<file path="src/rtl/bsc_pkg.sv">
package bsc_pkg;

    localparam int GRP_W  = 8;
    localparam int CELL_W = 2 * GRP_W;

    // feedback tap masks: bit i set means cell i feeds the XOR
    localparam logic [CELL_W-1:0] TAPS_WIDE   = 16'hB400; // cells 15,13,12,10
    localparam logic [GRP_W-1:0]  TAPS_NARROW = 8'hB8;    // cells 7,5,4,3

    localparam logic [1:0] OP_SAMP_TGL = 2'b00;
    localparam logic [1:0] OP_PRPG16   = 2'b01;
    localparam logic [1:0] OP_PSA16    = 2'b10;
    localparam logic [1:0] OP_MIX8     = 2'b11;

    typedef enum logic [2:0] {
        ST_HOLD,
        ST_LOAD,
        ST_SAMP_TGL,
        ST_PRPG16,
        ST_PSA16,
        ST_MIX8
    } eng_st_e;

endpackage

</file>
<file path="src/rtl/lfsr_next.sv">
module lfsr_next #(
    parameter int              W    = 16,
    parameter logic [W-1:0]    TAPS = 16'hB400
) (
    input  logic [W-1:0] cur,
    input  logic [W-1:0] inj,
    output logic [W-1:0] nxt
);
    logic [W-1:0] tapped;
    logic         fb;

    always_comb begin
        tapped = cur & TAPS;
        fb     = ^tapped;
        nxt    = {cur[W-2:0], fb} ^ inj;
    end

endmodule

</file>
<file path="src/rtl/bsc_step_unit.sv">
module bsc_step_unit
    import bsc_pkg::*;
#(
    parameter int GW = GRP_W,
    localparam int CW = 2 * GW
) (
    input  eng_st_e        st,
    input  logic           a_is_in,
    input  logic [CW-1:0]  cur,
    input  logic [CW-1:0]  seed_val,
    input  logic [GW-1:0]  pin_a,
    input  logic [GW-1:0]  pin_b,
    output logic [CW-1:0]  nxt
);
    logic [GW-1:0] in_grp, out_grp, in_pins;
    logic [CW-1:0] wide_gen, wide_sig, all_pins;
    logic [GW-1:0] nar_sig, nar_gen;
    logic [GW-1:0] tgl_in, tgl_out, new_in, new_out;

    always_comb begin
        in_grp   = a_is_in ? cur[GW-1:0]  : cur[CW-1:GW];
        out_grp  = a_is_in ? cur[CW-1:GW] : cur[GW-1:0];
        in_pins  = a_is_in ? pin_a : pin_b;
        all_pins = {pin_b, pin_a};
    end

    lfsr_next #(.W(CW), .TAPS(TAPS_WIDE)) u_wide_gen (
        .cur(cur), .inj({CW{1'b0}}), .nxt(wide_gen)
    );

    lfsr_next #(.W(CW), .TAPS(TAPS_WIDE)) u_wide_sig (
        .cur(cur), .inj(all_pins), .nxt(wide_sig)
    );

    lfsr_next #(.W(GW), .TAPS(TAPS_NARROW)) u_nar_sig (
        .cur(in_grp), .inj(in_pins), .nxt(nar_sig)
    );

    lfsr_next #(.W(GW), .TAPS(TAPS_NARROW)) u_nar_gen (
        .cur(out_grp), .inj({GW{1'b0}}), .nxt(nar_gen)
    );

    // per-cell sample and toggle
    for (genvar k = 0; k < GW; k++) begin : g_tgl
        assign tgl_in[k]  = in_pins[k];
        assign tgl_out[k] = ~out_grp[k];
    end

    always_comb begin
        new_in  = in_grp;
        new_out = out_grp;
        unique case (st)
            ST_SAMP_TGL: begin new_in = tgl_in;  new_out = tgl_out; end
            ST_MIX8:     begin new_in = nar_sig; new_out = nar_gen; end
            default:     begin new_in = in_grp;  new_out = out_grp; end
        endcase
    end

    always_comb begin
        unique case (st)
            ST_HOLD:     nxt = cur;
            ST_LOAD:     nxt = seed_val;
            ST_PRPG16:   nxt = wide_gen;
            ST_PSA16:    nxt = wide_sig;
            ST_SAMP_TGL,
            ST_MIX8:     nxt = a_is_in ? {new_out, new_in} : {new_in, new_out};
            default:     nxt = cur;
        endcase
    end

endmodule

</file>
<file path="src/rtl/bsc_shadow.sv">
module bsc_shadow #(
    parameter int W = 16
) (
    input  logic         tck,
    input  logic         rst_n,
    input  logic         copy_en,
    input  logic [W-1:0] d,
    output logic [W-1:0] q
);
    always_ff @(negedge tck or negedge rst_n) begin
        if (!rst_n)       q <= '0;
        else if (copy_en) q <= d;
    end

    // with no copy request, the latch keeps its value across a falling edge
    p_latch_hold_r2: assert property (@(negedge tck) disable iff (!rst_n)
        !copy_en |=> $stable(q));

endmodule

</file>
<file path="src/rtl/bscan_pattern_engine.sv">
module bscan_pattern_engine
    import bsc_pkg::*;
#(
    parameter int GW = GRP_W,
    localparam int CW = 2 * GW
) (
    input  logic          tck,
    input  logic          rst_n,
    input  logic          run_en,
    input  logic [1:0]    opcode,
    input  logic          seed_load,
    input  logic [CW-1:0] seed_val,
    input  logic          dir_cell,
    input  logic          oe_cell,
    input  logic [GW-1:0] pin_a,
    input  logic [GW-1:0] pin_b,
    output logic [CW-1:0] shift_q,
    output logic [CW-1:0] shadow_q,
    output logic [GW-1:0] out_pins,
    output logic          out_drive,
    output logic [GW-1:0] core_in
);
    eng_st_e       cur_st, nxt_st;
    logic [CW-1:0] shift_nxt;

    // next-state decode
    always_comb begin
        nxt_st = ST_HOLD;
        if (run_en) begin
            unique case (opcode)
                OP_SAMP_TGL: nxt_st = ST_SAMP_TGL;
                OP_PRPG16:   nxt_st = ST_PRPG16;
                OP_PSA16:    nxt_st = ST_PSA16;
                OP_MIX8:     nxt_st = ST_MIX8;
                default:     nxt_st = ST_HOLD;
            endcase
        end else if (seed_load) begin
            nxt_st = ST_LOAD;
        end
    end

    // state register
    always_ff @(posedge tck or negedge rst_n) begin
        if (!rst_n) cur_st <= ST_HOLD;
        else        cur_st <= nxt_st;
    end

    bsc_step_unit #(.GW(GW)) u_step (
        .st       (nxt_st),
        .a_is_in  (dir_cell),
        .cur      (shift_q),
        .seed_val (seed_val),
        .pin_a    (pin_a),
        .pin_b    (pin_b),
        .nxt      (shift_nxt)
    );

    always_ff @(posedge tck or negedge rst_n) begin
        if (!rst_n) shift_q <= '0;
        else        shift_q <= shift_nxt;
    end

    bsc_shadow #(.W(CW)) u_shadow (
        .tck     (tck),
        .rst_n   (rst_n),
        .copy_en (cur_st != ST_HOLD),
        .d       (shift_q),
        .q       (shadow_q)
    );

    // outputs
    always_comb begin
        out_drive = oe_cell;
        out_pins  = dir_cell ? shadow_q[CW-1:GW] : shadow_q[GW-1:0];
        core_in   = dir_cell ? shadow_q[GW-1:0]  : shadow_q[CW-1:GW];
    end

    p_hold_r2: assert property (@(posedge tck) disable iff (!rst_n)
        (!run_en && !seed_load) |=> $stable(shift_q));

    p_load_r3: assert property (@(posedge tck) disable iff (!rst_n)
        (!run_en && seed_load) |=> shift_q == $past(seed_val));

    p_toggle_r4: assert property (@(posedge tck) disable iff (!rst_n)
        (run_en && opcode == OP_SAMP_TGL && dir_cell)
        |=> shift_q[CW-1:GW] == ~$past(shift_q[CW-1:GW]));

    p_zero_seed_r6: assert property (@(posedge tck) disable iff (!rst_n)
        (run_en && opcode == OP_PRPG16 && shift_q == '0) |=> shift_q == '0);

    p_shadow_copy_r11: assert property (@(posedge tck) disable iff (!rst_n)
        (cur_st != ST_HOLD) |-> shadow_q == shift_q);

endmodule

</file>
<file path="config.mk">
export PLATFORM = sky130hd
export DESIGN_NAME = bscan_pattern_engine
export DESIGN_NICKNAME = d
export VERILOG_FILES = /design/src/rtl/bsc_pkg.sv /design/src/rtl/lfsr_next.sv /design/src/rtl/bsc_step_unit.sv /design/src/rtl/bsc_shadow.sv /design/src/rtl/bscan_pattern_engine.sv
export SDC_FILE = /design/constraint.sdc
export NUM_CORES = 1
export LEC_CHECK = 0
export ABC_AREA = 1
export BUFFER_PORTS_ARGS = -buffer_cell sky130_fd_sc_hd__buf_2
export CORE_ASPECT_RATIO = 0.75
export CORE_MARGIN = 5
export CORE_UTILIZATION = 51
export CTS_CLUSTER_SIZE = 12
export DETAILED_ROUTE_END_ITERATION = 12
export GPL_TIMING_DRIVEN = 0
export PLACE_DENSITY = 0.78
export SKIP_CTS_REPAIR_TIMING = 1
export SLEW_MARGIN = 20
export SYNTH_ARGS = -nofsm -noshare
export SYNTH_HDL_FRONTEND = slang
export SYNTH_SLANG_ARGS = --single-unit
</file>
<file path="constraint.sdc">
create_clock -name tck -period 2.3 [get_ports tck]
set_clock_uncertainty 0.2 [all_clocks]
set_input_delay 0.46 -clock tck [delete_from_list [all_inputs] [get_ports tck]]
set_output_delay 0.46 -clock tck [all_outputs]
set_load 0.01 [all_outputs]
</file>
### Word level (Yosys, flattened, before mapping)

Index checks and enable logic that the tools add are counted.

| word-level totals | value |
|---|---|
| word-level logic and storage cells | 40 |
| output and inout port bits | 49 |
| flip-flop bits (word level) | 35 |

| operators by class | value |
|---|---|
| equal/unequal tests | 8 |
| bitwise gates (word level) | 10 |
| reductions and logical operators | 7 |
| muxes and demuxes | 12 |

Operator list:

| kind | number |
|---|---|
| $pmux 16 s4 | 1 |
| $mux 8 | 5 |
| $pmux 8 s2 | 2 |
| $mux 16 | 1 |
| $reduce_xor 16->1 | 1 |
| $reduce_xor 8->1 | 2 |
| $xor 16x16->16 | 1 |
| $pmux 3 s4 | 1 |
| $not 1->1 | 8 |
| $xor 8x8->8 | 1 |
| $eq 3x2->1 const B | 2 |
| $eq 3x3->1 const B | 2 |
| $eq 2x2->1 const B | 2 |
| $reduce_bool 4->1 | 1 |
| $eq 3x1->1 const B | 1 |
| $mux 3 | 1 |
| $reduce_bool 3->1 | 1 |
| $eq 2x1->1 const B | 1 |
| $logic_not 2->1 | 1 |
| $reduce_or 2->1 | 1 |
| $mux 1 | 1 |

### Longest topological paths before layout

| depth | value |
|---|---|
| word-level depth | 7 |
| mapped depth | 18 |
| depth with buffers taken out | 16 |

### By module

A second synthesis with hierarchy kept.

| unflattened totals | value |
|---|---|
| cells, all modules | 616 |
| area, all modules | 3588.4 um^2 |

Modules (own cells, without submodules):

| module | instances | cells each | seq. area each (um^2) | area an instance (um^2) |
|---|---|---|---|---|
| bsc_step_unit | 1 | 366 | 0.0 | 1493.9 |
| bscan_pattern_engine | 1 | 82 | 475.5 | 804.5 |
| bsc_shadow | 1 | 68 | 400.4 | 644.4 |
| lfsr_next (u_step.u_wide_gen ...) | 2 | 29 | 0.0 | 196.4 |
| lfsr_next (u_step.u_nar_gen ...) | 2 | 21 | 0.0 | 126.4 |

==> impl_metrics.py <==
metrics = {
    "sta": {
        "hold_violations": 0,
        "final.setup.tns_ns": -20.60,
        "worst_slack_ns": -0.597,
        "drv_slew": 0,
        "rsz0062_at_grt": "true",
        "finalSetupViolCount": 48,
        "tightestPinTransition_ns": 0.832,
        "relSlewSlack_pct": 44.6,
    },
    "power_and_ir_drop": {
        "p_sw_w": 0.000983,
        "swShare_pct": 42.5,
        "ir_worst_vdd_v": 0.000523,
        "clock_power_share_pct": 19.0,
        "p_per_area_nw_per_um2": 573,
        "p_int_w": 0.00133,
        "leakage_nw": 2.14,
        "seqPwrFrac_pct": 35.9,
        "power_frac_comb_pct": 45.1,
    },
    "die": {
        "coreArea_um2": 5920,
        "rows": 24,
        "die_width_um": 101,
        "start_util_pct": 53.6,
        "die_y_um": 78.3,
        "die_area_um2": 7910,
        "io_pins": 89,
    },
    "placed_design": {
        "dpl_cell_area_um2": 3770,
        "dp_hpwl_um": 9090,
        "dpl_worst_slack_ns": -0.444,
        "gp_congestion": 0.953,
        "portBuffers": 85,
    },
    "setup_path": {
        "crit_required_ns": 1.64,
        "crit_type": "reg -> out",
        "worstPathArrival_ns": 2.24,
        "crit_path_start_kind": "register",
        "cp-end-kind": "primary output",
        "critPathMaxFanout": 3,
    },
    "clocking": {
        "cts_tree": "built",
        "cts_inserted_buffers": 5,
        "cts-root-buf": "clkbuf_8",
        "clk_latency_ns": 0.29,
        "clk_path_buf_depth": 2,
        "clk_pin_slew_ns": 0.07,
        "cts_num_sinks": 35,
        "htreeDepth": 2,
    },
    "job": {
        "maxCapViolCount": 0,
    },
    "drt": {
        "dr_wl_met3_um": 1430,
        "drtIter0Drc": 435,
        "wl_per_cell_um": 17.5,
        "antenna_left": 0,
        "wl_met1_um": 5130,
        "wl_um": 12200,
        "via_count": 4083,
        "wl_met2_um": 5390,
        "dr.max_layer_used": "met4",
        "route.detailed.drc": 0,
        "avgViaCountPerCell": 5.85,
        "drtPass1Iterations": 7,
    },
    "synth": {
        "yosysTopAreaCell": "nand2_1",
        "synth_top_area_share_pct": 23.6,
        "syn_inst": 518,
        "synth_area_um2": 3170,
        "ys_seq_elements": 35,
        "ys_seq_area_share_pct": 27.6,
        "avgSynthCellArea_um2": 6.12,
        "syn_nets": 558,
        "yosys_warnings": 0,
        "synth_area_leaders": "nand2_1 24%, dfrtp_1 15%, dfrtn_1 13%",
        "yosysUniqueCellTypes": 36,
    },
    "finish": {
        "fin_area_um2": 4040,
        "final_core_util_pct": 68.3,
        "mostFrequentLayoutCell": "nand2_1",
        "syn2layout_area_growth_pct": 27.3,
        "finalNetCount": 658,
        "drive_above_1_share_pct": 32.5,
        "layout_common_cells": "187 x nand2_1, 89 x buf_2, 37 x nand3_1",
        "nFillCells": 538,
    },
    "grt": {
        "antenna_found_initial": 1,
        "grt_max_degree": 36,
        "grt_first_pass_wirelength_um": 18400,
        "grt_remaining_overflow": 0,
        "grt.total_usage_pct": 29.5,
        "grt_pass1_vias": 3694,
    },
    "status": {
        "violations": "negative setup slack",
        "status": "complete, but fails checks",
    },
    "worst_hold_path": {
        "hp-class": "in -> async",
    },
}
==> final cells by class <==
| cell class | instances | area (µm²) | area share [%] |
|---|---|---|---|
| inverter | 48 | 188 | 4.65 |
| antenna | 1 | 2.50 | 0.0620 |
| clock buffer | 7 | 76.3 | 1.89 |
| tap | 78 | 97.6 | 2.42 |
| sequential | 35 | 876 | 21.7 |
| buffer | 29 | 204 | 5.05 |
| multi-input combinational | 404 | 2050 | 50.9 |
| clock inverter | 1 | 5.00 | 0.124 |
| timing repair buffer | 95 | 536 | 13.3 |
==> cell families (layout without fill, tap and decap cells) <==
family / after synthesis / count (layout) / share of synthesized area [%]
AND/OR/NAND/NOR: 278 / 278 / 37.2
buffers and inverters: 79 / 180 / 11.8
flip-flops: 35 / 35 / 27.6
XOR/XNOR: 7 / 7 / 1.93
AO/OA/AOI/OAI: 119 / 119 / 21.5
other: 0 / 1 / 0
==> cells in the mapped netlist, drive strengths merged <==
master and instances:
dfrtp 19, buf 18, a21oi 24, clkbuf 13, a221oi 1, o21bai 2
a21o 9, nand2 203, nor3 1, nand3 38, nor2 16, xor2 2
o21ai 70, a311oi 1, clkinv 1, a31oi 11, a22oi 1, inv 47
or3 1, or2 14, nand4 5, xnor2 5, dfrtn 16
==> per-stage QoR <==
stage | hold WS, ns | std cells | power, W
after detailed placement | 0.327 | 681 | 0.00177
after CTS | 0.0596 | 689 | 0.00220
final | 0.0334 | 698 | 0.00231
after floorplan | -0.0356 | 518 | 0.00141
after global routing | 0.107 | 698 | 0.00245
after global placement | 0.320 | 681 | 0.00174
==> power groups by stage <==
stage	combinational, W	sequential, W	clock (W)
floorplan	0.000583	0.000830	0
global placement	0.000927	0.000815	0
detailed placement	0.000950	0.000817	0
CTS	0.000954	0.000807	0.000441
global route	0.00113	0.000842	0.000475
finish	0.00104	0.000830	0.000440
==> sequential cells by signal, indices dropped and copies added (netlist names) <==
signal,flops
shift_q,16
u_shadow.q,16
cur_st,3
==> metal layers <==
layer,track usage (%),up-vias
li1,-,1880
met1,42.4,1905
met2,44.9,270
met3,5.58,28
met4,8.76,0
met5,0,-
==> worst max-delay path: stages (launching register included) <==
cell,delay [ns]
dfrtn_1,0.47
inv_2,0.06
o21ai_2,0.11
buf_2,0.15
==> final timing paths <==
check	start	end	slack, ns	cells after the start
max	u_shadow.q[1]	out_pins[1]	-0.60	3
min	rst_n	shift_q[4]	0.03	1
max reg2reg	cur_st[2]	u_shadow.q[4]	-0.36	5
min reg2reg	u_shadow.q[0]	u_shadow.q[0]	0.33	2
max in group asynchronous	rst_n	u_shadow.q[8]	0.32	1
min in group tck	opcode[1]	cur_st[1]	0.22	2
Note: power is estimated with default switching activity, not from simulation.
